### src/rtl/elb_pkg.sv
package elb_pkg;
  typedef enum logic [1:0] {
    MODE_VALUE  = 2'd0,
    MODE_ADDRSW = 2'd1,
    MODE_LANESW = 2'd2,
    MODE_RSVD   = 2'd3
  } xmode_e;

  typedef enum logic [1:0] {
    ST_IDLE = 2'd0,
    ST_BUS  = 2'd1,
    ST_RESP = 2'd2
  } st_e;
endpackage

### src/rtl/elb_rst_sync.sv
module elb_rst_sync (
  input  logic clk,
  input  logic rst_n,
  output logic rst_n_sync
);
  logic [1:0] sync_q;

  always_ff @(posedge clk or negedge rst_n) begin
    if (!rst_n) sync_q <= 2'b00;
    else        sync_q <= {sync_q[0], 1'b1};
  end

  assign rst_n_sync = sync_q[1];
endmodule

### src/rtl/elb_route.sv
module elb_route
  import elb_pkg::*;
#(
  parameter int DW = 32,
  parameter int AW = 32
) (
  input  logic [1:0]      mode,
  input  logic [1:0]      size,
  input  logic [AW-1:0]   addr,
  input  logic [DW-1:0]   cpu_w,
  input  logic [DW-1:0]   bus_r,
  output logic            bad,
  output logic [DW/8-1:0] be,
  output logic [AW-1:0]   addr_o,
  output logic [DW-1:0]   bus_w,
  output logic [DW-1:0]   cpu_r
);
  localparam int LANES = DW / 8;
  localparam int OFFW  = $clog2(LANES);

  logic [OFFW-1:0]  off;
  logic [OFFW-1:0]  lane [LANES];
  logic [LANES-1:0] hit;
  int               nbytes;

  assign off    = addr[OFFW-1:0];
  assign nbytes = 1 << size;

  // Lane chosen for each CPU byte slot; one instance per slot.
  for (genvar k = 0; k < LANES; k++) begin : g_slot
    int l;
    always_comb begin
      hit[k] = (k >= int'(off)) && (k < int'(off) + nbytes);
      case (xmode_e'(mode))
        MODE_VALUE:  l = 2 * int'(off) + nbytes - 1 - k;
        MODE_ADDRSW: l = LANES - 1 - k;
        default:     l = k;
      endcase
      lane[k] = OFFW'(l);
    end
  end

  always_comb begin
    bus_w = '0;
    be    = '0;
    cpu_r = '0;
    for (int k = 0; k < LANES; k++) begin
      if (hit[k]) begin
        bus_w[8*lane[k] +: 8]    = cpu_w[DW-1-8*k -: 8];
        be[lane[k]]              = 1'b1;
        cpu_r[DW-1-8*k -: 8]     = bus_r[8*lane[k] +: 8];
      end
    end
  end

  always_comb begin
    addr_o = addr;
    if (xmode_e'(mode) == MODE_ADDRSW && nbytes <= LANES)
      addr_o[OFFW-1:0] = off ^ OFFW'(LANES - nbytes);
  end

  assign bad = (xmode_e'(mode) == MODE_RSVD) || (nbytes > LANES) ||
               ((int'(off) & (nbytes - 1)) != 0);
endmodule

### src/rtl/elb_ctrl.sv
module elb_ctrl
  import elb_pkg::*;
#(
  parameter int DW = 32,
  parameter int AW = 32
) (
  input  logic            clk,
  input  logic            rst_n,
  input  logic            cpu_valid,
  input  logic            cpu_write,
  input  logic [1:0]      cpu_mode,
  input  logic [1:0]      cpu_size,
  input  logic [AW-1:0]   cpu_addr,
  input  logic            route_bad,
  input  logic [DW/8-1:0] route_be,
  input  logic [AW-1:0]   route_addr,
  input  logic [DW-1:0]   route_w,
  input  logic [DW-1:0]   route_r,
  input  logic            bus_ack,
  output logic            cpu_ready,
  output logic            cpu_done,
  output logic            cpu_err,
  output logic [DW-1:0]   cpu_rdata,
  output logic            bus_req,
  output logic            bus_write,
  output logic [AW-1:0]   bus_addr,
  output logic [DW/8-1:0] bus_be,
  output logic [DW-1:0]   bus_wdata,
  output logic [1:0]      hold_mode,
  output logic [1:0]      hold_size,
  output logic [AW-1:0]   hold_addr
);
  st_e  state_q, state_d;
  logic accept, good_acc, bus_fin;
  logic req_d, done_d, err_d;
  logic rd_en;

  assign accept   = cpu_valid && (state_q == ST_IDLE);
  assign good_acc = accept && !route_bad;
  assign bus_fin  = (state_q == ST_BUS) && bus_ack;
  assign rd_en    = accept || (bus_fin && !bus_write);

  always_comb begin
    state_d = state_q;
    case (state_q)
      ST_IDLE: if (accept)  state_d = route_bad ? ST_RESP : ST_BUS;
      ST_BUS:  if (bus_ack) state_d = ST_RESP;
      ST_RESP: state_d = ST_IDLE;
      default: state_d = ST_IDLE;
    endcase
    req_d  = good_acc || (bus_req && !bus_fin);
    done_d = (accept && route_bad) || bus_fin;
    err_d  = accept && route_bad;
  end

  always_ff @(posedge clk or negedge rst_n) begin
    if (!rst_n) begin
      state_q  <= ST_IDLE;
      bus_req  <= 1'b0;
      cpu_done <= 1'b0;
      cpu_err  <= 1'b0;
    end else begin
      state_q  <= state_d;
      bus_req  <= req_d;
      cpu_done <= done_d;
      cpu_err  <= err_d;
    end
  end

  always_ff @(posedge clk or negedge rst_n) begin
    if (!rst_n) begin
      hold_mode <= '0;
      hold_size <= '0;
      hold_addr <= '0;
    end else if (accept) begin
      hold_mode <= cpu_mode;
      hold_size <= cpu_size;
      hold_addr <= cpu_addr;
    end
  end

  always_ff @(posedge clk or negedge rst_n) begin
    if (!rst_n) begin
      bus_write <= 1'b0;
      bus_addr  <= '0;
      bus_be    <= '0;
      bus_wdata <= '0;
    end else if (good_acc) begin
      bus_write <= cpu_write;
      bus_addr  <= route_addr;
      bus_be    <= route_be;
      bus_wdata <= cpu_write ? route_w : '0;
    end
  end

  always_ff @(posedge clk or negedge rst_n) begin
    if (!rst_n)     cpu_rdata <= '0;
    else if (rd_en) cpu_rdata <= accept ? '0 : route_r;
  end

  assign cpu_ready = (state_q == ST_IDLE);
endmodule

### src/rtl/endian_lane_bridge.sv
module endian_lane_bridge #(
  parameter int DW = 32,
  parameter int AW = 32
) (
  input  logic            clk,
  input  logic            rst_n,
  input  logic            cpu_valid,
  output logic            cpu_ready,
  input  logic            cpu_write,
  input  logic [1:0]      cpu_mode,
  input  logic [1:0]      cpu_size,
  input  logic [AW-1:0]   cpu_addr,
  input  logic [DW-1:0]   cpu_wdata,
  output logic            cpu_done,
  output logic            cpu_err,
  output logic [DW-1:0]   cpu_rdata,
  output logic            bus_req,
  output logic            bus_write,
  output logic [AW-1:0]   bus_addr,
  output logic [DW/8-1:0] bus_be,
  output logic [DW-1:0]   bus_wdata,
  input  logic            bus_ack,
  input  logic [DW-1:0]   bus_rdata
);
  localparam int LANES = DW / 8;

  logic             rst_n_s;
  logic [1:0]       hold_mode, hold_size, sel_mode, sel_size;
  logic [AW-1:0]    hold_addr, sel_addr, route_addr;
  logic             route_bad;
  logic [LANES-1:0] route_be;
  logic [DW-1:0]    route_w, route_r;

  // Idle: route the incoming request; busy: route the held one for read return.
  assign sel_mode = cpu_ready ? cpu_mode : hold_mode;
  assign sel_size = cpu_ready ? cpu_size : hold_size;
  assign sel_addr = cpu_ready ? cpu_addr : hold_addr;

  elb_rst_sync u_rst (
    .clk        (clk),
    .rst_n      (rst_n),
    .rst_n_sync (rst_n_s)
  );

  elb_route #(.DW(DW), .AW(AW)) u_route (
    .mode   (sel_mode),
    .size   (sel_size),
    .addr   (sel_addr),
    .cpu_w  (cpu_wdata),
    .bus_r  (bus_rdata),
    .bad    (route_bad),
    .be     (route_be),
    .addr_o (route_addr),
    .bus_w  (route_w),
    .cpu_r  (route_r)
  );

  elb_ctrl #(.DW(DW), .AW(AW)) u_ctrl (
    .clk        (clk),
    .rst_n      (rst_n_s),
    .cpu_valid  (cpu_valid),
    .cpu_write  (cpu_write),
    .cpu_mode   (cpu_mode),
    .cpu_size   (cpu_size),
    .cpu_addr   (cpu_addr),
    .route_bad  (route_bad),
    .route_be   (route_be),
    .route_addr (route_addr),
    .route_w    (route_w),
    .route_r    (route_r),
    .bus_ack    (bus_ack),
    .cpu_ready  (cpu_ready),
    .cpu_done   (cpu_done),
    .cpu_err    (cpu_err),
    .cpu_rdata  (cpu_rdata),
    .bus_req    (bus_req),
    .bus_write  (bus_write),
    .bus_addr   (bus_addr),
    .bus_be     (bus_be),
    .bus_wdata  (bus_wdata),
    .hold_mode  (hold_mode),
    .hold_size  (hold_size),
    .hold_addr  (hold_addr)
  );
endmodule

### config.mk
export PLATFORM = sky130hd
export DESIGN_NAME = endian_lane_bridge
export DESIGN_NICKNAME = d
export VERILOG_FILES = /design/src/rtl/elb_pkg.sv /design/src/rtl/elb_rst_sync.sv /design/src/rtl/elb_route.sv /design/src/rtl/elb_ctrl.sv /design/src/rtl/endian_lane_bridge.sv
export SDC_FILE = /design/constraint.sdc
export NUM_CORES = 1
export LEC_CHECK = 0
export BUFFER_PORTS_ARGS = -buffer_cell sky130_fd_sc_hd__buf_2
export CAP_MARGIN = 20
export CORE_UTILIZATION = 30
export CTS_CLUSTER_DIAMETER = 80
export CTS_CLUSTER_SIZE = 20
export DETAILED_ROUTE_END_ITERATION = 6
export PLACE_DENSITY = 0.51
export REMOVE_ABC_BUFFERS = 1
export SYNTH_ARGS = -nofsm -noshare
export SYNTH_HDL_FRONTEND = slang
export SYNTH_SLANG_ARGS = --single-unit
### constraint.sdc
create_clock -name clk -period 3.7 [get_ports clk]
set_clock_uncertainty 0.05 [all_clocks]
set_input_delay 0.74 -clock clk [delete_from_list [all_inputs] [get_ports clk]]
set_output_delay 0.74 -clock clk [all_outputs]
set_load 0.02 [all_outputs]
# Word level (Yosys, flattened, before mapping)
# Index checks and enable logic that the tools add are counted.
[word_totals] input_bits=105 regBits=144 output_inout_bits=105 wordCells=129
[classes] n_bitwise=6 addsub=12 muxes=37 n_lt_le_gt_ge=17 shifts=13 reduce_logical=26 n_eq_ne=5
[ops] op="32-bit 2-to-1 mux" count=7
[ops] op="5-bit negation with 34-bit output" count=4
[ops] op="8-bit by 34-bit variable shift with 32-bit output (first input constant)" count=4
[ops] op="8-bit by 34-bit variable part select with 32-bit output" count=4
[ops] op="32-bit by 6-bit variable part select with 8-bit output" count=4
[ops] op="32-bit bitwise mux" count=3
[ops] op="3-bit by 32-bit less-than comparator with 1-bit output (first input constant)" count=2
[ops] op="3-bit by 32-bit adder with 32-bit output" count=1
[ops] op="3-bit by 32-bit AND with 32-bit output" count=1
[ops] op="32-bit AND" count=1
[ops] op="32-bit by 4-bit greater-than comparator with 1-bit output (second input constant)" count=1
[ops] op="32-bit by 4-bit <= comparator with 1-bit output (second input constant)" count=1
[ops] op="1-bit by 32-bit less-than comparator with 1-bit output (first input constant)" count=1
[ops] op="2-bit by 32-bit less-than comparator with 1-bit output (first input constant)" count=1
[ops] op="8-bit 2-to-1 mux" count=4
[ops] op="32-bit nonzero test" count=1
[ops] op="1-bit by 2-bit left shift with 32-bit output (first input constant)" count=1
[ops] op="32-bit by 2-bit subtractor with 32-bit output (second input constant)" count=1
[ops] op="2-bit one-hot mux with 2 select lines" count=5
[ops] op="4-bit 2-to-1 mux" count=4
[ops] op="1-bit logical AND" count=14
[ops] op="2-bit by 3-bit less-than comparator with 1-bit output (second input constant)" count=4
[ops] op="2-bit 2-to-1 mux" count=6
[ops] op="4-bit bitwise OR" count=3
[ops] op="other kinds (18)" count=38

# Logic depth before layout (Yosys ltp)
# Gate-level depths: netlist of the first run.
[depth] word_depth=17 ltp_mapped=15 ltp_nobuf=12

# Modules after synthesis
# Synthesis of the first run repeated with hierarchy kept, for this count alone.
[hier_totals] cells_unflattened=864 area_unflattened_um2=9271.4
[modules_own_cells] module="elb_ctrl" seq_area_each_um2=3553.4 area_each_um2=5370.2 cells_per_inst=384 n_inst=1
[modules_own_cells] module="elb_route" seq_area_each_um2=0.0 area_each_um2=3258.1 cells_per_inst=437 n_inst=1
[modules_own_cells] module="endian_lane_bridge" seq_area_each_um2=0.0 area_each_um2=589.3 cells_per_inst=40 n_inst=1
[modules_own_cells] module="elb_rst_sync" seq_area_each_um2=50.0 area_each_um2=53.8 cells_per_inst=3 n_inst=1

# Worst setup path after synthesis of the first run
# OpenSTA, ideal clock, no wires.
[synth_timing] path_kind="input-to-reg" start="in cpu_size[1]" end="reg u_ctrl.bus_wdata[0]" setup_ns=0.070 arrival_ns=3.850 cell_stages=13 setup_slack_ns=-0.270 path_buffers=3 required_ns=3.580 path_cell_list="clkbuf_1 or4_1 o31ai_4 a21o_1 buf_4 clkbuf_1 inv_1 ha_1 nand3_1 a21oi_1 a41oi_1 a221o_1 nand3_1"
[synth_via] elab_chain_cells=16 word_cells_on_any_way=48 cone_classes="add/sub (11); order compare (5); shift (9); mux (13); bitwise (2); reduce/logical (8)"
[synth_lines] item="start, declared" line="endian_lane_bridge.sv:11" text="input logic [1:0] cpu_size,"
[synth_lines] item="2-bit 2-to-1 mux (*)" line="endian_lane_bridge.sv:36" text="assign sel_size = cpu_ready ? cpu_size : hold_size;"
[synth_lines] item="1-bit by 2-bit left shift with 32-bit output (*)" line="elb_route.sv:27" text="assign nbytes = 1 << size;"
[synth_lines] item="branches (longest 14 deep; another with 5-bit negation with 34-bit output)"
[synth_lines] item="end signal, assigned" line="elb_ctrl.sv:92" text="bus_wdata <= cpu_write ? route_w : '0;"
[synth_lines] item="end, declared" line="elb_ctrl.sv:28" text="output logic [DW-1:0] bus_wdata,"
# Mark *: on every way between the ends.
# A chain may end at the register's enable or synchronous reset.

# Final worst setup path of the first run
[layout_timing] start="reg u_ctrl.state_q[0]" end="reg u_ctrl.bus_wdata[15]"
[layout_via] elab_chain_cells=17 word_cells_on_any_way=58 cone_classes="add/sub (11); order compare (8); eq/ne (2); shift (9); mux (15); bitwise (2); reduce/logical (11)"
[layout_lines] item="start, declared" line="elb_ctrl.sv:33" text="st_e state_q, state_d;"
[layout_lines] item="start signal, assigned" line="elb_ctrl.sv:63" text="state_q <= state_d;"
[layout_lines] item="2-bit logical NOT (*)" line="elb_ctrl.sv:38, elb_ctrl.sv:101"
[layout_lines] item="branches (longest 16 deep; another with 5-bit negation with 34-bit output)"
# Marked as above.

==> flow_metrics.tcl, run 1 <==
set metrics [dict create \
    r2r-end "u_ctrl.bus_wdata[15]" \
    ant_nets 0 \
    cp.required_ns 3.99 \
    ys_dominant_reg_cell "dfrtp_1" \
    crit_buf_inv 6 \
    critical_path.top_delay_family "compound AO/OA/AOI/OAI gates" \
    synthCells 781 \
    critPathMaxFanout 15 \
    cpPeakStageDelay_ns 0.43 \
    grt_pass1_vias 7080 \
    cpMostUsedCell "buf_4" \
    ctsHoldBuffers 0 \
    cts-root-buf "clkbuf_16" \
    drc_errors 0 \
    io_buffers 209 \
    reg2reg_slack_ns 0.21 \
    start_util_pct 30.8 \
    synthesis.area_um2 7300 \
    place_congestion 0.856 \
    crit_slowest_cell "dfrtp_1" \
    synth_edf_count 0 \
    die_y_um 158 \
    min_path_type "in -> async" \
    core_area_um2 23700 \
    dpl.cell_count 1339 \
    clock_path_buffers 2 \
    end_kind "flip-flop" \
    fillers 2487 \
    yosysWarningCount 0 \
    drive_gt1_share_pct 33.2 \
    drt-initial-drc-count 532 \
    regArea_um2 2860 \
    wl_per_cell_um 18.8 \
    rsz0062_at_grt "false" \
    start_kind "flip-flop" \
    grt_max_degree 58 \
    hpwl_mm 18.8 \
    cts_buffers 17 \
    maxCapViolCount 0 \
    finalNonFillerCells 1372 \
    startpoint "u_ctrl.state_q[0]" \
    multiInputGateArea_um2 4130 \
    fin_crit_sh_pct 94.4 \
    fmax_mhz 286 \
    hold_viol 0 \
    power_mw 10.5 \
    max-vdd-ir-drop_uv 532 \
    drtPass1Iterations 7 \
    relSlewSlack_pct 45.0 \
    finalMaxSlewViolations 0 \
    crit_end "u_ctrl.bus_wdata[15]" \
    rows 56 \
    grtUsageTotal_pct 20.9 \
    rr_worst_depth 14 \
    cts_setup_buffers 0 \
    finalSetupViolCount 0 \
    p_per_area_nw_per_um2 1060 \
    insertion_delay_ns 0.42 \
    whs_ns 0.0374 \
    yosysUniqueCellTypes 65 \
    grt_pass1_wl_mm 39.5 \
    syn_avg_cell_area_um2 9.35 \
    p_leak_nw 5.09 \
    ys_seq_elements 114 \
    worstReg2RegStart "u_ctrl.state_q[0]" \
    antenna_found_initial 1 \
    drt-total-wl_mm 25.7 \
    crit_arrival_ns 3.78 \
    clock-sinks 114 \
    ctsResizeCount 0 \
    die_area_um2 25000 \
    fin_nets 1177 \
    grt-ovfl-total 0 \
    vias 7187 \
    status "finished, final reports clean" \
    critPathKind "reg -> reg" \
    area_growth_syn_to_layout_pct 34.8 \
    async_flop_share_pct 100 \
    ios 210 \
    finalSetupTns_ns 0 \
    tightest_slew_ns 0.822 \
    clk_pin_slew_worst_paths_ns 0.06 \
    h-tree-depth 4 \
    crit_chain "buf_4, o21ai_0, nand2_1, a21o_2, buf_4, inv_2, buf_4, ha_1, inv_1, a2111oi_2, buf_4, nand4_1, a221o_1, nand3_1" \
    final_util_pct 41.6 \
    fin_crit_ns 3.49 \
    seq_area_frac_synth_pct 39.1 \
    tritoncts "built" \
    cp_num_cells 14 \
    via_per_inst 5.24 \
    fp.dieW_um 158 \
]
routing by layer:
metal	GRT usage (%)	up-vias	wire length, µm
met5	0	-	0
met4	7.33	0	595
met3	5.01	51	1930
met2	33.3	308	11600
met1	27.4	3429	11600
li1	-	3399	-
cell usage in the layout (no fill, tap or decap), drive strengths merged, types with 18 or more instances in the layout:
master	n
a21oi	18
a221o	25
a22o	32
buf	291
dfrtp	114
ha	32
inv	32
mux2i	68
nand2	150
nand3	60
nor2	21
nor2b	19
through the flow:
step	cell area, µm²	setup WS, ns
3_5_place_dp	9230	-0.115
6_report	9850	0.206
5_1_grt	9840	0.0211
4_1_cts	9840	0.205
2_1_floorplan	7050	-2.15
3_3_place_gp	9220	-0.353
cells in the mapped netlist, types with 2 or more instances:
cell | number | area, µm²
a2111oi_2 | 3 | 45.0
mux2i_1 | 67 | 671
a21o_1 | 10 | 75.1
buf_1 | 11 | 41.3
xnor2_1 | 3 | 26.3
o21ai_1 | 8 | 40.0
a221o_1 | 25 | 250
a22o_1 | 32 | 280
nor4b_1 | 2 | 17.5
nand4_1 | 17 | 106
dfrtp_1 | 114 | 2850
o211ai_1 | 4 | 30.0
ha_1 | 32 | 400
a21oi_1 | 18 | 90.1
clkbuf_1 | 23 | 86.3
or4_1 | 3 | 22.5
nand2_1 | 150 | 563
nor2b_1 | 19 | 119
mux4_2 | 2 | 45.0
o221ai_1 | 8 | 70.1
and3_1 | 17 | 106
a32oi_1 | 9 | 78.8
and2_1 | 2 | 12.5
or2_2 | 2 | 12.5
a41oi_1 | 8 | 70.1
nand3_1 | 60 | 300
o211a_1 | 2 | 20.0
nor2_1 | 19 | 71.3
nand2b_1 | 11 | 68.8
buf_4 | 6 | 45.0
inv_1 | 22 | 82.6
a22oi_1 | 4 | 30.0
a31oi_1 | 10 | 62.6
buf_2 | 10 | 50.1
o21ai_0 | 8 | 40.0
a221oi_1 | 11 | 96.3
power breakdown:
part	total (mW)	internal, mW	switching [mW]
Clock	1.74	1.08	0.661
Combinational	6.76	2.61	4.14
Sequential	1.97	1.69	0.283
registers in the layout, indices dropped and copies added (netlist names):
signal and count:
u_ctrl.bus_be 4, u_ctrl.hold_size 2, u_ctrl.bus_addr 32, u_ctrl.cpu_done 1, u_rst.sync_q 2, u_ctrl.bus_wdata 32, u_ctrl.bus_req 1, u_ctrl.bus_write 1
u_ctrl.hold_mode 2, u_ctrl.cpu_err 1, u_ctrl.hold_addr 2, u_ctrl.state_q 2, u_ctrl.cpu_rdata 32
cells by family after synthesis:
family / after synthesis / share of synthesized area, %
buffers and inverters: 76 / 4.68
AOI/OAI and AO/OA: 166 / 18.6
muxes: 71 / 10.3
adders and majority gates: 33 / 5.76
xor gates and xnor gates: 3 / 0.360
other: 1 / 0.0514
and+or+nand+nor: 317 / 21.2
DFF: 114 / 39.1
layout make-up:
cell class,count,area share (%)
multi-input combinational,591,41.9
sequential,114,29.0
tap,319,4.05
timing repair buffer,291,17.8
antenna,1,0.0254
inverter,24,0.940
clock buffer,17,4.32
clock inverter,15,1.96
worst reg2reg max path, delay by kind of cell, from the launching register on:
kind            cells  cell delay [ns]
flops               1             0.43
simple gates        3             0.47
buf+inv             6             1.07
compound gates      4             1.20
fa+ha+maj           1             0.20
how the worst min path moves through the flow:
stage	from	to	slack [ns]	depth (start not counted)
finish	rst_n	u_rst.sync_q[1]	0.04	1
global route	rst_n	u_rst.sync_q[1]	0.03	1
CTS	rst_n	u_rst.sync_q[1]	0.03	1
detailed placement	u_rst.sync_q[0]	u_rst.sync_q[1]	0.29	0
global placement	u_rst.sync_q[0]	u_rst.sync_q[1]	0.29	0
floorplan	u_rst.sync_q[0]	u_rst.sync_q[1]	0.28	0
Note: power is estimated with default switching activity, not from simulation.
==> inputs of run 2 (changes only) <==
CELL_PAD_IN_SITES_DETAIL_PLACEMENT = 1   (was not set)
CELL_PAD_IN_SITES_GLOBAL_PLACEMENT = 1   (was not set)
PLACE_DENSITY = 0.65   (was 0.51)
==> run 2 against run 1 <==
Setup slack lost 0.057 ns. Cell count shrank 1.1%. Critical path depth shrank 3.
==> flow_metrics.tcl, run 2 (synthesized netlist as in run 1, its figures left out) <==
set metrics [dict create \
    dpl_worst_slack_ns -0.280 \
    combPwrFrac_pct 63.7 \
    fin_crit_ns 3.55 \
    grt_pass1_wl_mm 43.0 \
    hpwl_mm 20.3 \
    antenna_found_initial 1 \
    tritoncts "built" \
    place_congestion 0.876 \
    hold_viol 0 \
    worstReg2RegStart "u_ctrl.state_q[0]" \
    die_area_um2 25000 \
    p_leak_nw 4.99 \
    ctsHoldBuffers 0 \
    io_buffers 209 \
    clock_path_buffers 2 \
    ios 210 \
    fin_crit_sh_pct 96.0 \
    max-vdd-ir-drop_uv 361 \
    start_util_pct 30.8 \
    crit_arrival_ns 3.80 \
    grt_pass1_vias 7538 \
    finalNonFillerCells 1357 \
    rows 56 \
    mostFrequentLayoutCells "buf_2 (209), nand2_1 (149), dfrtp_1 (113), mux2i_1 (67), buf_4 (63)" \
    finalMaxSlewViolations 0 \
    insertion_delay_ns 0.42 \
    h-tree-depth 4 \
    relSlewSlack_pct 42.3 \
    critical_path.top_delay_family "compound AO/OA/AOI/OAI gates" \
    critPathKind "reg -> reg" \
    core_area_um2 23700 \
    grt-ovfl-total 0 \
    clk_pin_slew_worst_paths_ns 0.06 \
    drive_gt1_share_pct 32.6 \
    diodes 0 \
    die_y_um 158 \
    cp.required_ns 3.95 \
    intPower_mw 5.38 \
    clkPwrFrac_pct 17.4 \
    fp.dieW_um 158 \
    power_mw 10.5 \
    fmax_mhz 282 \
    r2r-end "u_ctrl.bus_wdata[17]" \
    p_sw_mw 5.12 \
    critPathMaxFanout 11 \
    fin_nets 1163 \
    drt-total-wl_mm 27.8 \
    wl_per_cell_um 20.5 \
    drt-initial-drc-count 359 \
    cts_buffers 17 \
    grt_max_degree 62 \
    tightest_slew_ns 0.865 \
    ant_nets 0 \
    crit_buf_inv 2 \
    drc_errors 0 \
    start_kind "flip-flop" \
    final_util_pct 41.2 \
    area_growth_syn_to_layout_pct 33.7 \
    vias 7324 \
    rr_worst_depth 11 \
    finalSetupViolCount 0 \
    status "finished, final reports clean" \
    mostFrequentLayoutCell "buf_2" \
    whs_ns 0.0409 \
    power_frac_seq_pct 19.0 \
    p_per_area_nw_per_um2 1080 \
    dpl.cell_count 1324 \
    reg2reg_slack_ns 0.15 \
    reg.largest.list "u_ctrl.bus_addr: 32 flops, u_ctrl.bus_wdata: 32 flops, u_ctrl.cpu_rdata: 32 flops" \
    maxCapViolCount 0 \
    min_path_type "in -> async" \
    fin_ws_ns 0.150 \
    cpPeakStageDelay_ns 0.49 \
    end_kind "flip-flop" \
    clock-sinks 114 \
    cts-root-buf "clkbuf_16" \
    via_per_inst 5.40 \
    drtPass1Iterations 5 \
    swShare_pct 48.8 \
    crit_slowest_cell "dfrtp_1" \
    grtUsageTotal_pct 22.5 \
    crit_chain "or2_4, mux2i_1, inv_1, nand2_1, fa_1, mux4_2, buf_4, o21ai_0, a2111o_1, o221ai_1, a221o_1" \
]
==> run 2: changes by cell type in the layout (fill, tap and decap cells not counted), moves of 2 or more <==
| cell | previous run | this run |
|---|---|---|
| buf_4 | 75 | 63 |
| inv_6 | 7 | 2 |
| clkinvlp_4 | 1 | 4 |
| buf_12 | 7 | 5 |
| clkinv_4 | 2 | 4 |
| o211a_1 | 2 | 0 |
| o211a_2 | 0 | 2 |
==> run 2: worst max path at each step <==
stage / start / endpoint / depth (start not counted) / slack (ns)
finish: u_ctrl.state_q[0] / u_ctrl.bus_wdata[17] / 11 / 0.15
global route: u_ctrl.state_q[0] / u_ctrl.bus_wdata[8] / 12 / -0.0001
CTS: u_ctrl.state_q[0] / u_ctrl.bus_wdata[29] / 13 / 0.13
detailed placement: cpu_size[0] / u_ctrl.bus_wdata[31] / 10 / -0.28
global placement: cpu_size[0] / u_ctrl.bus_wdata[30] / 10 / -0.26
floorplan: cpu_size[0] / u_ctrl.bus_wdata[16] / 10 / -2.15
==> run 2: area by class of cell <==
class | count | area (µm²)
multi-input combinational | 591 | 4150
clock buffer | 18 | 439
tap | 319 | 399
inverter | 24 | 92.6
fill | 2833 | 13900
sequential | 114 | 2860
timing repair buffer | 277 | 1620
clock inverter | 14 | 203
==> run 2: power by group through the flow <==
stage | Sequential, mW | Clock (mW) | Combinational, mW
detailed placement | 2.00 | 0 | 6.59
CTS | 2.00 | 1.86 | 6.65
global placement | 2.00 | 0 | 6.48
finish | 1.99 | 1.82 | 6.68
global route | 2.06 | 1.90 | 7.23
floorplan | 2.47 | 0 | 3.49
==> run 2: per-layer routing <==
metal	up-vias	routed length (µm)	GRT usage [%]
li1	3361	-	-
met1	3599	12000	28.2
met2	303	13100	37.4
met3	59	1930	5.53
met4	2	764	8.33
met5	-	14	0
==> run 2: per-stage QoR <==
step	TNS (ns)	instance area [µm²]
finish	0	9760
global route	-0.000104	9760
CTS	0	9740
detailed placement	-3.30	9090
global placement	-2.17	9090
floorplan	-107.24	7050
==> run 2: worst register-to-register path, cell delays in order, from the launching register on <==
cell and delay (ns):
dfrtp_1 0.49, or2_4 0.40, mux2i_1 0.19, inv_1 0.14, nand2_1 0.08, fa_1 0.40, mux4_2 0.31, buf_4 0.17
o21ai_0 0.29, a2111o_1 0.41, o221ai_1 0.18, a221o_1 0.32
==> run 2: what timing repair did <==
| action | in CTS | in global routing |
|---|---|---|
| resized for setup | 1 | 4 |
| endpoints found under the setup margin | 2 | 23 |
| setup buffers | 0 | 1 |
| pin swaps | 0 | 1 |
